===== config.mk =====
export PLATFORM = sky130hd
export DESIGN_NAME = fanout_prog_ctrl
export DESIGN_NICKNAME = d
export VERILOG_FILES = /design/src/rtl/fanout_prog_pkg.sv /design/src/rtl/fpc_seq_counter.sv /design/src/rtl/fpc_shift_reg.sv /design/src/rtl/fpc_ctrl_reg.sv /design/src/rtl/fanout_prog_ctrl.sv
export SDC_FILE = /design/constraint.sdc
export NUM_CORES = 1
export LEC_CHECK = 0
export BUFFER_PORTS_ARGS = -buffer_cell sky130_fd_sc_hd__buf_4
export CAP_MARGIN = 20
export CORE_MARGIN = 5
export CORE_UTILIZATION = 50
export CTS_CLUSTER_SIZE = 40
export DETAILED_ROUTE_END_ITERATION = 12
export PLACE_DENSITY = 0.73
export RECOVER_POWER = 50
export SYNTH_ARGS = -nofsm -noshare
export SYNTH_HDL_FRONTEND = slang
export SYNTH_SLANG_ARGS = --single-unit

===== constraint.sdc =====
create_clock -name prog_clk_i -period 1.5 [get_ports prog_clk_i]
set_input_delay 0.225 -clock prog_clk_i [delete_from_list [all_inputs] [get_ports prog_clk_i]]
set_output_delay 0.225 -clock prog_clk_i [all_outputs]
set_load 0.02 [all_outputs]

===== src/rtl/fanout_prog_pkg.sv =====
package fanout_prog_pkg;
  typedef enum logic [1:0] {
    PH_SHIFT  = 2'd0,
    PH_COMMIT = 2'd1,
    PH_DONE   = 2'd2
  } seq_phase_e;
endpackage


===== src/rtl/fpc_seq_counter.sv =====
module fpc_seq_counter
  import fanout_prog_pkg::*;
#(
  parameter int unsigned SEQ_LEN = 12
) (
  input  logic       clk_i,
  input  logic       en_i,
  output seq_phase_e phase_o
);
  localparam int unsigned CNT_W = $clog2(SEQ_LEN + 1);
  localparam logic [CNT_W-1:0] LAST_SHIFT = CNT_W'(SEQ_LEN - 1);
  localparam logic [CNT_W-1:0] SAT        = CNT_W'(SEQ_LEN);

  logic [CNT_W-1:0] cnt_q;

  // counts edges since enable rise, holds once the sequence is done
  always_ff @(posedge clk_i or negedge en_i) begin
    if (!en_i)              cnt_q <= '0;
    else if (cnt_q != SAT)  cnt_q <= cnt_q + 1'b1;
  end

  always_comb begin
    if (cnt_q < LAST_SHIFT)       phase_o = PH_SHIFT;
    else if (cnt_q == LAST_SHIFT) phase_o = PH_COMMIT;
    else                          phase_o = PH_DONE;
  end
endmodule


===== src/rtl/fpc_shift_reg.sv =====
module fpc_shift_reg #(
  parameter int unsigned WIDTH = 11
) (
  input  logic             clk_i,
  input  logic             en_i,
  input  logic             shift_i,
  input  logic             sdata_i,
  output logic [WIDTH-1:0] stages_o
);
  logic [WIDTH-1:0] stage_q;

  always_ff @(posedge clk_i or negedge en_i) begin
    if (!en_i)        stage_q[0] <= 1'b0;
    else if (shift_i) stage_q[0] <= sdata_i;
  end

  for (genvar i = 1; i < WIDTH; i++) begin : g_stage
    always_ff @(posedge clk_i or negedge en_i) begin
      if (!en_i)        stage_q[i] <= 1'b0;
      else if (shift_i) stage_q[i] <= stage_q[i-1];
    end
  end

  assign stages_o = stage_q;
endmodule


===== src/rtl/fpc_ctrl_reg.sv =====
module fpc_ctrl_reg #(
  parameter int unsigned NUM_OUT = 10,
  localparam int unsigned WORD_W = NUM_OUT + 1
) (
  input  logic               clk_i,
  input  logic               en_i,
  input  logic               commit_i,
  input  logic [WORD_W-1:0]  stages_i,
  output logic [NUM_OUT-1:0] oe_o,
  output logic               sel_o
);
  logic [NUM_OUT-1:0] oe_q;
  logic               sel_q;

  // stage 0 holds the last bit shifted (select); stage j+1 holds the enable for output j
  for (genvar j = 0; j < NUM_OUT; j++) begin : g_oe
    always_ff @(posedge clk_i or negedge en_i) begin
      if (!en_i)         oe_q[j] <= 1'b1;
      else if (commit_i) oe_q[j] <= stages_i[j+1];
    end
  end

  always_ff @(posedge clk_i or negedge en_i) begin
    if (!en_i)         sel_q <= 1'b0;
    else if (commit_i) sel_q <= stages_i[0];
  end

  assign oe_o  = oe_q;
  assign sel_o = sel_q;
endmodule


===== src/rtl/fanout_prog_ctrl.sv =====
module fanout_prog_ctrl
  import fanout_prog_pkg::*;
#(
  parameter int unsigned NUM_OUT = 10
) (
  input  logic               prog_clk_i,
  input  logic               prog_en_i,
  input  logic               ser_data_i,
  output logic [NUM_OUT-1:0] oe_o,
  output logic               clk_sel_o
);
  localparam int unsigned WORD_W  = NUM_OUT + 1;
  localparam int unsigned SEQ_LEN = WORD_W + 1;

  seq_phase_e         phase;
  logic [WORD_W-1:0]  stages;
  logic [NUM_OUT-1:0] reg_oe;
  logic               reg_sel;

  fpc_seq_counter #(.SEQ_LEN(SEQ_LEN)) u_cnt (
    .clk_i   (prog_clk_i),
    .en_i    (prog_en_i),
    .phase_o (phase)
  );

  fpc_shift_reg #(.WIDTH(WORD_W)) u_sr (
    .clk_i    (prog_clk_i),
    .en_i     (prog_en_i),
    .shift_i  (phase == PH_SHIFT),
    .sdata_i  (ser_data_i),
    .stages_o (stages)
  );

  fpc_ctrl_reg #(.NUM_OUT(NUM_OUT)) u_ctrl (
    .clk_i    (prog_clk_i),
    .en_i     (prog_en_i),
    .commit_i (phase == PH_COMMIT),
    .stages_i (stages),
    .oe_o     (reg_oe),
    .sel_o    (reg_sel)
  );

  // enable low: bypass the register, serial line picks the clock live
  always_comb begin
    if (prog_en_i) begin
      oe_o      = reg_oe;
      clk_sel_o = reg_sel;
    end else begin
      oe_o      = '1;
      clk_sel_o = ser_data_i;
    end
  end
endmodule


Word level (Yosys, flattened, before mapping)
Index checks and enable logic that the tools add are counted.
- output and inout bits: 11
- word-level logic and storage cells: 33
- bits of input ports: 3
- register bits after elaboration: 26
- order comparisons: 1
- equal/unequal tests: 3
- multiplexer cells: 4
- reduce and logical (&&, ||, !) cells: 1
- add/subtract/negate cells: 1
- operators with widths (kind ; number):
    10-bit two-way mux ; 1
    4-bit by 1-bit adder with 4-bit output (second input constant) ; 1
    4-bit equality test (second input constant) ; 1
    4-bit less-than comparator (second input constant) ; 1
    2-bit two-way mux ; 2
    4-bit != test (second input constant) ; 1
    2-bit by 1-bit equality test with 1-bit output (second input constant) ; 1
    2-bit logical NOT ; 1
    1-bit two-way mux ; 1

Logic depth before layout (Yosys ltp)
Gate-level depths: netlist (run 1).
- word-level depth: 4
- mapped depth: 4
- gate-level depth less buffers: 4

Modules after synthesis
From an unflattened synthesis (run 1), not the netlist that was laid out.
- cells, all modules: 81
- area total of the unflattened synthesis: 1226.2 um^2
- modules (own cells, without submodules) (module ; seq. area each (um^2) ; instances ; cells an instance ; area each (um^2)):
    fpc_ctrl_reg ; 287.8 ; 1 ; 23 ; 460.4
    fpc_shift_reg ; 275.3 ; 1 ; 23 ; 447.9
    fpc_seq_counter ; 100.1 ; 1 ; 21 ; 222.7
    fanout_prog_ctrl ; 0.0 ; 1 ; 14 ; 95.1

Worst setup path after synthesis (run 1)
Ideal clock, no wire load.
- kind: flip-flop to flip-flop
- from: register u_cnt.cnt_q[0]
- to: register u_sr.stage_q[0] (netlist: u_sr.stages_o[0])
- data required time: 1375 ps
- cell stages (with the launch flop): 5
- path buffers: 1
- setup time: 125 ps
- path slack: 91 ps
- clock period less this slack: 1409 ps
- arrival time: 1284 ps
- cells stage by stage: dfrtp_1 > ha_1 > o21ai_2 > buf_6 > mux2_4
- cells in the longest elaborated chain, start to end: 4
- elaborated cells between the ends (all ways): 5
- classes of those cells: order compare (1); eq/ne (1); mux (2); reduce/logical (1)
- ends and longest elaborated chain (item ; line ; source):
    from (decl) ; fpc_seq_counter.sv:14 ; logic [CNT_W-1:0] cnt_q;
    from (signal assigned) ; fpc_seq_counter.sv:19 ; else if (cnt_q != SAT) cnt_q <= cnt_q + 1'b1;
    branches (longest 2 deep; another with 4-bit less-than comparator) ; n/a ;
    2-bit two-way mux * ; fpc_seq_counter.sv:23 ; if (cnt_q < LAST_SHIFT) phase_o = PH_SHIFT;
    2-bit logical NOT * ; fanout_prog_ctrl.sv:29 ; .shift_i (phase == PH_SHIFT),
    to (signal assigned) ; fpc_shift_reg.sv:14 ; else if (shift_i) stage_q[0] <= sdata_i;
    to (decl) ; fpc_shift_reg.sv:10 ; logic [WIDTH-1:0] stage_q;
Mark *: on every way between the ends.
A chain may end at the register's enable or synchronous reset.

Worst setup path after layout (run 1)
- from: register u_cnt.cnt_q[1]
- to: register u_sr.stage_q[10] (netlist: u_sr.stages_o[10])
Same word-level chain as after synthesis.

==> results.tsv, run 1 <==
stage	metric	value	unit
power	Seq pwr share	61.3	%
critical_path	CP Max Fanout	7	
yosys	Synth top cells by count	mux2_4, dfrtp_1, dfstp_2, nand2b_1, mux2_2	
critical_path	FF-to-FF path depth	4	
floorplanning	die area	3509	µm²
placement	placed cells	122	
timing	final setup violation count	0	
detailed_routing	Vias	659	
critical_path	Worst Setup End Kind	flop	
floorplanning	Boundary Pins	14	
critical_path	CP required	1720	ps
yosys	post-synth top area share	33.02	%
power	power per cell area	876.8	nW/µm²
power	switching share of power	22.45	%
cells_and_area	Layout Nets	107	
yosys	post-synthesis area per instance	15.54	µm²
detailed_routing	DR DRC count	0	
timing	Final Skew	2.496	ps
timing	max_slew headroom	60.36	%
job	Max Cap Violations	0	
floorplanning	core box area	2255	µm²
power	P_int	0.9639	mW
detailed_routing	wire length per cell	14.18	µm
critical_path	Setup Crit Path Kind	reg -> reg	
power	clock group share of total power	28.1	%
detailed_routing	first-pass detailed-route iteration total	4	
global_routing	total track usage	11.99	%
placement	Post-DP HPWL	1267	µm
clock_tree	clock slew at reported path FFs	140	ps
yosys	EDFF count, synth	0	
yosys	asr flop ratio synth	100.0	%
yosys	synth warn	0	
clock_tree	CTS buffer count	3	
global_routing	wire length of the first global-routing pass	3180	µm
yosys	Seq/Total Area, Yosys	54.70	%
timing	Hold WS	148.1	ps
global_routing	vias in the first global route	685	
yosys	Yosys reg bits	26	
yosys	synthesized instance count	78	
power	Lkg Pwr	0.6612	nW
clock_tree	Max H-tree Level	1	
power	part of the power in combinational logic	10.6	%
critical_path	Critical Path Stages	4	
yosys	top cells by area, synth	dfrtp_1, mux2_4, dfstp_2	
floorplanning	die height	59.24	µm
timing	fmax	713.9	MHz
critical_path	Critical Path Max Stage Delay	420	ps
timing	Final Critical Period	1401	ps
yosys	largest area contributor in the netlist	dfrtp_1	
yosys	Syn Nets	83	
timing	post-route clock period utilization	93.38	%
yosys	Main synth FF type	dfrtp_1	
clock_tree	CTS root buf	clkbuf_4	
clock_tree	CTS sink count	26	
detailed_routing	remaining antenna violation count	0	
detailed_routing	routed wire length	1829	µm
cells_and_area	filler cell count	184	
power	Max rail drop VDD	475.4	µV
critical_path	Top delay family on crit path	flip-flops	
cells_and_area	diode count	0	
critical_path	Critical Path, Cell by Cell	ha_2, o21ai_2, buf_4, mux2_2	
cells_and_area	Area growth syn-to-layout	16.92	%
power	total power	1.243	mW
yosys	most numerous cell in the Yosys netlist	mux2_4	
cells_and_area	layout cells sized above 1	55.45	%
critical_path	WP buf/inv	1	
detailed_routing	mean number of vias per cell	5.109	
yosys	synthesized cell area	1212	µm²
timing	RSZ-0062 raised after global routing	false	
critical_path	Slowest-stage cell, CP	dfrtp_1	
floorplanning	die width	59.24	µm
timing	Final Hold Viols	0	
timing	fin. max-slew vios	0	
hold_path	Hold WC Path Type	in -> reg	
outcome	status	completed	
floorplanning	starting density of the core	53.77	%
yosys	Synth cell types	20	
global_routing	largest net degree at the start of global routing	20	
clock_tree	Clock Latency Late Sink	310	ps
floorplanning	Rows	17	
cells_and_area	final cell count without fillers	129	
detailed_routing	DR iter-0 viols	16	
placement	Post-Place Setup Slack	45.02	ps
timing	Slew @ Worst Pin	592.6	ps
critical_path	WP data arrival	1620	ps
global_routing	antenna violations before repair	0	
placement	gpl congestion	0.7613	
timing	setup ws final	99.25	ps
clock_tree	Clock Path Buffers	2	
timing	Sum Neg Setup Slack	0	ps
placement	PortBufs	13	
clock_tree	postcts setup bufs	0	
clock_tree	TritonCTS clock tree	built	
global_routing	GRT Residual Overflow	0	
hold_path	WHS Path Cells	2	
critical_path	Setup crit start kind	flop	
power	Net Sw Power	0.2791	mW
cell families after synthesis:
family | Yosys count | share of synthesized area, %
flip-flops | 26 | 54.70
multiplexers | 24 | 28.48
adder cells (fa/ha/maj) | 2 | 2.064
XOR/XNOR | 1 | 0.7225
buffers and inverters | 5 | 2.786
AND/OR/NAND/NOR | 16 | 8.875
AO/OA/AOI/OAI | 4 | 2.374
timing repair:
action,4_1_cts,5_1_grt
hold buffers,3,0
resized for setup,0,1
endpoints found under the setup margin,0,7
endpoints found under the hold margin,16,0
placed cells by master, fill, tap and decap left out, types with 2 or more instances in the layout:
cell type	n
buf_4	16
clkbuf_1	3
clkbuf_4	3
dfrtp_1	16
dfstp_2	10
dlygate4sd3_1	3
inv_1	2
mux2_2	4
mux2_4	19
nand2b_1	10
final timing paths:
path | startpoint | slack [ps] | endpoint
max | u_cnt.cnt_q[1]$_DFFE_PN0P_ | 100 | u_sr.stages_o[10]$_DFFE_PN0N_
min | ser_data_i | 150 | u_sr.stages_o[0]$_DFFE_PN0N_
max reg2reg | u_cnt.cnt_q[1]$_DFFE_PN0P_ | 100 | u_sr.stages_o[10]$_DFFE_PN0N_
min reg2reg | u_sr.stages_o[10]$_DFFE_PN0N_ | 530 | u_ctrl.oe_o[9]$_DFFE_PN1N_
max in group asynchronous | prog_en_i | 400 | u_sr.stages_o[1]$_DFFE_PN0N_
min in group asynchronous | prog_en_i | 210 | u_ctrl.oe_o[1]$_DFFE_PN1N_
cell type report:
cell class / count / area, µm² / area share (%)
Multi-Input combinational cell: 47 / 514.2 / 36.28
Timing Repair Buffer: 22 / 161.4 / 11.39
Clock buffer: 4 / 36.28 / 2.560
Tap cell: 28 / 35.03 / 2.471
Sequential cell: 26 / 663.1 / 46.78
Inverter: 2 / 7.507 / 0.5296
power by group through the flow:
stage               Sequential [mW]  Combinational (mW)  Clock, mW
floorplan                     0.767              0.0793          0
global placement              0.773               0.128          0
detailed placement            0.775               0.131          0
CTS                           0.763               0.138      0.361
global route                  0.767               0.143      0.395
finish                        0.762               0.132      0.349
per-layer routing:
| layer | vias up | GRT usage [%] | share of wire, % |
|---|---|---|---|
| met3 | 2 | 2.614 | 4.3 |
| li1 | 314 | - | - |
| met2 | 15 | 18.72 | 46 |
| met5 | - | 0 | 0 |
| met1 | 328 | 16.46 | 49 |
| met4 | 0 | 3.883 | 0.93 |
sequential cells by signal, indices dropped and copies added, names as in the netlist:
register and flops:
u_ctrl.sel_o 1, u_sr.stages_o 11, u_cnt.cnt_q 4, u_ctrl.oe_o 10
stage by stage:
stage          instance area, µm²  utilization, %
3_5_place_dp                 1364           60.49
2_1_floorplan                1212               -
4_1_cts                      1430           63.43
5_1_grt                      1418           62.87
3_3_place_gp                 1364           60.49
6_report                     1418           62.87
Power figures use the tool's default switching activity.
==> run 2: changes to the inputs <==
CORE_UTILIZATION = 45   (was 50)
PLACE_DENSITY = 0.67   (was 0.73)
==> run 2 against run 1 <==
Net effect: clock power rose by 2%; routed wire length rose by 6.8%; sequential cell count did not move; core utilization fell by 6.4 points; worst hold slack got worse by 3.4 ps; highest routed layer unchanged; combinational power rose by 3%; clock skew rose by 14 ps; worst setup slack got worse by 13 ps; sequential power barely moved.
==> results.tsv, run 2 (synthesized netlist as in run 1, its figures left out) <==
stage	metric	value	unit
global_routing	antenna violations before repair	0	
floorplanning	die area	3832	µm²
detailed_routing	Vias	646	
cells_and_area	filler cell count	209	
critical_path	Critical Path, Cell by Cell	ha_2, o21ai_2, buf_12, mux2_2	
floorplanning	die width	61.91	µm
floorplanning	core box area	2522	µm²
placement	PortBufs	13	
detailed_routing	routed wire length	1953	µm
timing	post-route clock period utilization	94.23	%
power	Max rail drop VDD	706.7	µV
cells_and_area	Area growth syn-to-layout	17.44	%
critical_path	Slowest-stage cell, CP	dfrtp_1	
detailed_routing	remaining antenna violation count	0	
clock_tree	CTS root buf	clkbuf_4	
timing	RSZ-0062 raised after global routing	false	
floorplanning	starting density of the core	48.07	%
power	P_int	0.9655	mW
global_routing	GRT Residual Overflow	0	
cells_and_area	register area	663.1	µm²
detailed_routing	mean number of vias per cell	5.008	
critical_path	WP data arrival	1650	ps
cells_and_area	Layout Nets	105	
global_routing	wire length of the first global-routing pass	3312	µm
clock_tree	Clock Latency Late Sink	330	ps
detailed_routing	first-pass detailed-route iteration total	3	
placement	Post-Place Setup Slack	14.72	ps
placement	placed inst area	1369	µm²
timing	Final Critical Period	1414	ps
timing	fmax	707.5	MHz
timing	Final Skew	16.04	ps
clock_tree	Clock Path Buffers	2	
critical_path	Setup crit start kind	flop	
global_routing	largest net degree at the start of global routing	15	
clock_tree	CTS buffer count	3	
timing	setup ws final	86.49	ps
cells_and_area	most frequent cells in the layout	mux2_4, dfrtp_1, buf_4, nand2b_1, dfstp_2	
power	switching share of power	22.97	%
placement	Post-DP HPWL	1221	µm
critical_path	CP Max Fanout	11	
global_routing	total track usage	12.46	%
hold_path	Hold WC Path Type	in -> reg	
clock_tree	TritonCTS clock tree	built	
detailed_routing	DR DRC count	0	
global_routing	vias in the first global route	681	
clock_tree	Max H-tree Level	1	
clock_tree	CTS sink count	26	
placement	gpl congestion	0.7134	
placement	placed cells	121	
cells_and_area	Finished Core Util	56.45	%
cells_and_area	commonest non-fill, non-tap cell in the layout	mux2_4	
cells_and_area	Design Area, Final	1424	µm²
floorplanning	die height	61.91	µm
cells_and_area	final cell count without fillers	129	
critical_path	WP buf/inv	1	
cells_and_area	area of the multi-input gates	514.2	µm²
critical_path	Worst Setup End Kind	flop	
cells_and_area	max reg flops	11	
job	Max Cap Violations	0	
critical_path	CP required	1730	ps
power	part of the power in combinational logic	10.8	%
critical_path	Critical Path Max Stage Delay	430	ps
clock_tree	clock slew at reported path FFs	150	ps
detailed_routing	DR iter-0 viols	20	
power	clock group share of total power	28.4	%
floorplanning	Boundary Pins	14	
critical_path	Setup Crit Path Kind	reg -> reg	
floorplanning	Rows	18	
power	power per cell area	880.3	nW/µm²
timing	Slew @ Worst Pin	536.9	ps
power	Lkg Pwr	0.6560	nW
power	Seq pwr share	60.7	%
timing	final setup violation count	0	
critical_path	Top delay family on crit path	flip-flops	
timing	fin. max-slew vios	0	
power	Net Sw Power	0.2879	mW
timing	Sum Neg Setup Slack	0	ps
timing	max_slew headroom	64.21	%
timing	Final Hold Viols	0	
outcome	status	completed	
detailed_routing	wire length per cell	15.14	µm
cells_and_area	diode count	0	
cells_and_area	layout cells sized above 1	54.55	%
==> run 2: cell types whose count changed in the layout (fill, tap and decap cells not counted), sizes merged <==
cell	before	now
dlygate4sd3	3	4
buf	16	14
clkbuf	7	6
==> run 2: layout make-up <==
class | instances | share of cell area, %
timing repair buffer | 20 | 11.60
clock buffer | 4 | 2.548
sequential | 26 | 46.57
inverter | 2 | 0.5272
tap | 30 | 2.636
multi-input combinational | 47 | 36.12
==> run 2: worst paths after layout <==
kind / start / end / slack, ps / depth (start not counted)
hold reg to reg: u_sr.stages_o[10]$_DFFE_PN0N_ / u_ctrl.oe_o[9]$_DFFE_PN1N_ / 520 / 1
hold / removal: ser_data_i / u_sr.stages_o[0]$_DFFE_PN0N_ / 140 / 2
setup / recovery: u_cnt.cnt_q[0]$_DFFE_PN0P_ / u_sr.stages_o[10]$_DFFE_PN0N_ / 90 / 4
setup reg to reg: u_cnt.cnt_q[0]$_DFFE_PN0P_ / u_sr.stages_o[10]$_DFFE_PN0N_ / 90 / 4
max in group asynchronous: prog_en_i / u_sr.stages_o[4]$_DFFE_PN0N_ / 210 / 3
min in group asynchronous: prog_en_i / u_sr.stages_o[2]$_DFFE_PN0N_ / 380 / 2
==> run 2: what timing repair did <==
| item | CTS | global route |
|---|---|---|
| resized for setup | 0 | 1 |
| setup endpoints to repair | 0 | 11 |
| buffers inserted | 0 | 0 |
| hold endpoints to repair | 18 | 0 |
| hold buffers | 4 | 0 |
==> run 2: metal layers <==
layer  up-vias  GRT usage, %  wire length (µm)
li1        309             -                 -
met1       320         16.04               954
met2        13         18.83               883
met3         4         4.339                84
met4         0         5.758                30
met5         -             0                 0
==> run 2: power by group through the flow <==
stage                     Sequential, mW  Combinational, mW  Clock (mW)
after floorplan                    0.767             0.0793           0
after global placement             0.773              0.131           0
after detailed placement           0.774              0.133           0
after CTS                          0.762              0.145       0.360
after global routing               0.767              0.147       0.391
final                              0.761              0.136       0.357
==> run 2: metrics by stage <==
step           hold WS, ps  power, mW
5_1_grt              125.2      1.305
6_report             144.7      1.253
3_3_place_gp         63.13     0.9036
4_1_cts              130.9      1.267
3_5_place_dp         67.02     0.9068
2_1_floorplan       -70.59     0.8465
==> run 3: changes to the inputs <==
SYNTH_HIERARCHICAL = 1   (was not set)
==> run 3 against run 2 <==
Net effect: die area rose by 0.96%; routed wire length fell by 6.5%; worst hold slack improved by 3.8 ps; worst setup slack got worse by 67 ps; first-iteration DRC count fell by 90%; cell count rose by 6.2%; clock skew fell by 7.5 ps; power rose by 8.9%; sequential cell count did not move; clock power rose by 32%; non-clock buffer count rose by 4; critical endpoint is now u_ctrl/sel_o$_DFFE_PN0P_; highest routed layer unchanged.
==> results.tsv, run 3 <==
stage	metric	value	unit
cells_and_area	max reg flops	11	
floorplanning	die width	62.20	µm
power	total power	1.364	mW
critical_path	FF-to-FF End	u_ctrl/sel_o$_DFFE_PN0P_	
power	power per cell area	910.2	nW/µm²
detailed_routing	DR DRC count	0	
clock_tree	CTS root buf	clkbuf_4	
yosys	EDFF count, synth	0	
critical_path	Setup crit start kind	flop	
timing	Final Critical Period	1481	ps
global_routing	vias in the first global route	684	
hold_path	Worst Hold Path EP	u_sr/stages_o[0]$_DFFE_PN0P_	
yosys	Yosys reg bits	26	
cells_and_area	diode count	0	
critical_path	WP data arrival	1690	ps
detailed_routing	routed wire length	1826	µm
floorplanning	die height	62.20	µm
cells_and_area	Layout Nets	112	
yosys	asr flop ratio synth	100.0	%
detailed_routing	first-pass detailed-route iteration total	3	
global_routing	wire length of the first global-routing pass	3325	µm
outcome	status	completed	
yosys	synthesized instance count	81	
placement	PortBufs	13	
timing	RSZ-0062 raised after global routing	true	
cells_and_area	Area growth syn-to-layout	22.25	%
global_routing	total track usage	10.50	%
floorplanning	die area	3869	µm²
timing	Sum Neg Setup Slack	0	ps
yosys	Synth top cells by count	mux2_4, dfrtp_1, dfstp_2, nand2b_1, nor2_1	
yosys	Seq/Total Area, Yosys	54.08	%
detailed_routing	mean number of vias per cell	4.883	
clock_tree	TritonCTS clock tree	built	
detailed_routing	Met3 Routed Length	74	µm
timing	Final Hold Viols	0	
critical_path	CP Max Fanout	5	
detailed_routing	wire length per cell	13.33	µm
timing	fin. max-slew vios	0	
cells_and_area	register area	663.1	µm²
cells_and_area	layout cells sized above 1	64.15	%
critical_path	FF-to-FF path depth	6	
detailed_routing	M1 WL	817	µm
detailed_routing	DR iter-0 viols	2	
detailed_routing	met2 routed WL	923	µm
yosys	Main synth FF type	dfrtp_1	
timing	Final Skew	8.575	ps
clock_tree	CTS sink count	26	
placement	Post-Place Setup Slack	15.64	ps
hold_path	Hold WC Path Type	in -> reg	
timing	fmax	675.3	MHz
clock_tree	Clock Path Buffers	2	
timing	setup ws final	19.21	ps
yosys	Synth cell types	18	
cells_and_area	final cell count without fillers	137	
floorplanning	core box area	2686	µm²
detailed_routing	top sig layer	met4	
cells_and_area	Finished Core Util	55.80	%
power	Lkg Pwr	0.6662	nW
global_routing	antenna violations before repair	0	
placement	gpl congestion	0.7352	
detailed_routing	Vias	669	
clock_tree	Max H-tree Level	1	
clock_tree	Clock Latency Late Sink	310	ps
critical_path	Worst Setup End Kind	flop	
clock_tree	CTS buffer count	3	
placement	placed cells	131	
yosys	synth warn	6	
timing	post-route clock period utilization	98.72	%
global_routing	largest net degree at the start of global routing	16	
yosys	largest area contributor in the netlist	dfrtp_1	
cells_and_area	commonest non-fill, non-tap cell in the layout	mux2_4	
critical_path	Setup Crit Path Kind	reg -> reg	
clock_tree	clock slew at reported path FFs	140	ps
global_routing	GRT Residual Overflow	0	
placement	Post-DP HPWL	1318	µm
job	Max Cap Violations	0	
detailed_routing	remaining antenna violation count	0	
hold_path	WHS Path Cells	2	
yosys	post-synth top area share	32.65	%
critical_path	R2R Setup Slk	20	ps
critical_path	crit path from	u_cnt/cnt_q[0]$_DFFE_PN0P_	
floorplanning	Rows	19	
timing	max_slew headroom	60.95	%
cells_and_area	most frequent cells in the layout	mux2_4, buf_4, dfrtp_1, nand2b_1, dfstp_2	
power	Max rail drop VDD	539.3	µV
critical_path	CP required	1710	ps
yosys	Syn Nets	86	
hold_path	HP Start	ser_data_i	
cells_and_area	filler cell count	240	
yosys	synthesized cell area	1226	µm²
cells_and_area	area of the multi-input gates	550.5	µm²
critical_path	R2R Path Start	u_cnt/cnt_q[0]$_DFFE_PN0P_	
yosys	post-synthesis area per instance	15.14	µm²
timing	final setup violation count	0	
floorplanning	Boundary Pins	14	
floorplanning	starting density of the core	45.65	%
yosys	most numerous cell in the Yosys netlist	mux2_4	
timing	Slew @ Worst Pin	585.8	ps
yosys	top cells by area, synth	dfrtp_1, mux2_4, dfstp_2	
run 3: changes by cell type in the layout (fill, tap and decap cells not counted), sizes merged:
cell,change
nand2,+1
clkbuf,-1
o21ai,-1
nor2b,+1
nor2,+2
nand3b,-1
dlygate4sd3,-3
bufinv,+1
and2,+1
buf,+7
run 3: per-layer routing:
metal / up-vias / GRT usage [%]
met1: 337 / 13.35
li1: 323 / -
met2: 7 / 17.36
met4: 0 / 2.439
met5: - / 0
met3: 2 / 3.243
run 3: power breakdown:
group | switching (mW) | internal [mW] | leakage (nW)
Sequential | 0.0199 | 0.742 | 0.290
Clock | 0.204 | 0.270 | 0.0279
Combinational | 0.0566 | 0.0723 | 0.348
run 3: critical path: stages, from the launching register on:
cell     delay [ps]
dfrtp_1         390
ha_2            200
nand2_2          70
nor2_4          100
nor2b_4         170
buf_6           140
mux2_4          300
run 3: cell type report:
type,count,area share [%]
Inverter,2,0.5008
Clock inverter,1,2.003
Timing Repair Buffer,24,12.44
Sequential cell,26,44.24
Tap cell,31,2.588
Multi-Input combinational cell,50,36.73
Clock buffer,3,1.503
run 3: per-stage QoR:
step	hold WS (ps)	cell area, µm²
final	148.5	1499
after global routing	143.1	1499
after CTS	72.99	1473
after detailed placement	84.97	1403
after global placement	82.05	1403
after floorplan	-70.59	1229
run 3: logic make-up (layout without fill, tap and decap cells):
logic type,after synthesis,count (layout),share of synthesized area (%)
buf+inv,5,30,3.062
xor+xnor,1,1,0.7144
mux,24,24,28.78
flops,26,26,54.08
fa+ha+maj,2,2,2.040
simple gates,20,20,9.694
compound gates,3,3,1.633
run 3: how the worst max path moves through the flow:
| stage | end | depth (start not counted) |
|---|---|---|
| 3_5_place_dp | u_sr/stages_o[10]$_DFFE_PN0P_ | 6 |
| 5_1_grt | u_ctrl/sel_o$_DFFE_PN0P_ | 6 |
| 4_1_cts | u_ctrl/oe_o[5]$_DFFE_PN1P_ | 6 |
| 3_3_place_gp | u_sr/stages_o[3]$_DFFE_PN0P_ | 6 |
| 2_1_floorplan | u_ctrl/sel_o$_DFFE_PN0P_ | 6 |
| 6_report | u_ctrl/sel_o$_DFFE_PN0P_ | 6 |
run 3: what timing repair did:
| item | in CTS | in global routing |
|---|---|---|
| gates resized for setup | 2 | 8 |
| endpoints found under the setup margin | 10 | 21 |
| hold buffers | 1 | 0 |
| pin swaps | 0 | 0 |
| hold endpoints to repair | 10 | 0 |
| setup buffers | 0 | 1 |
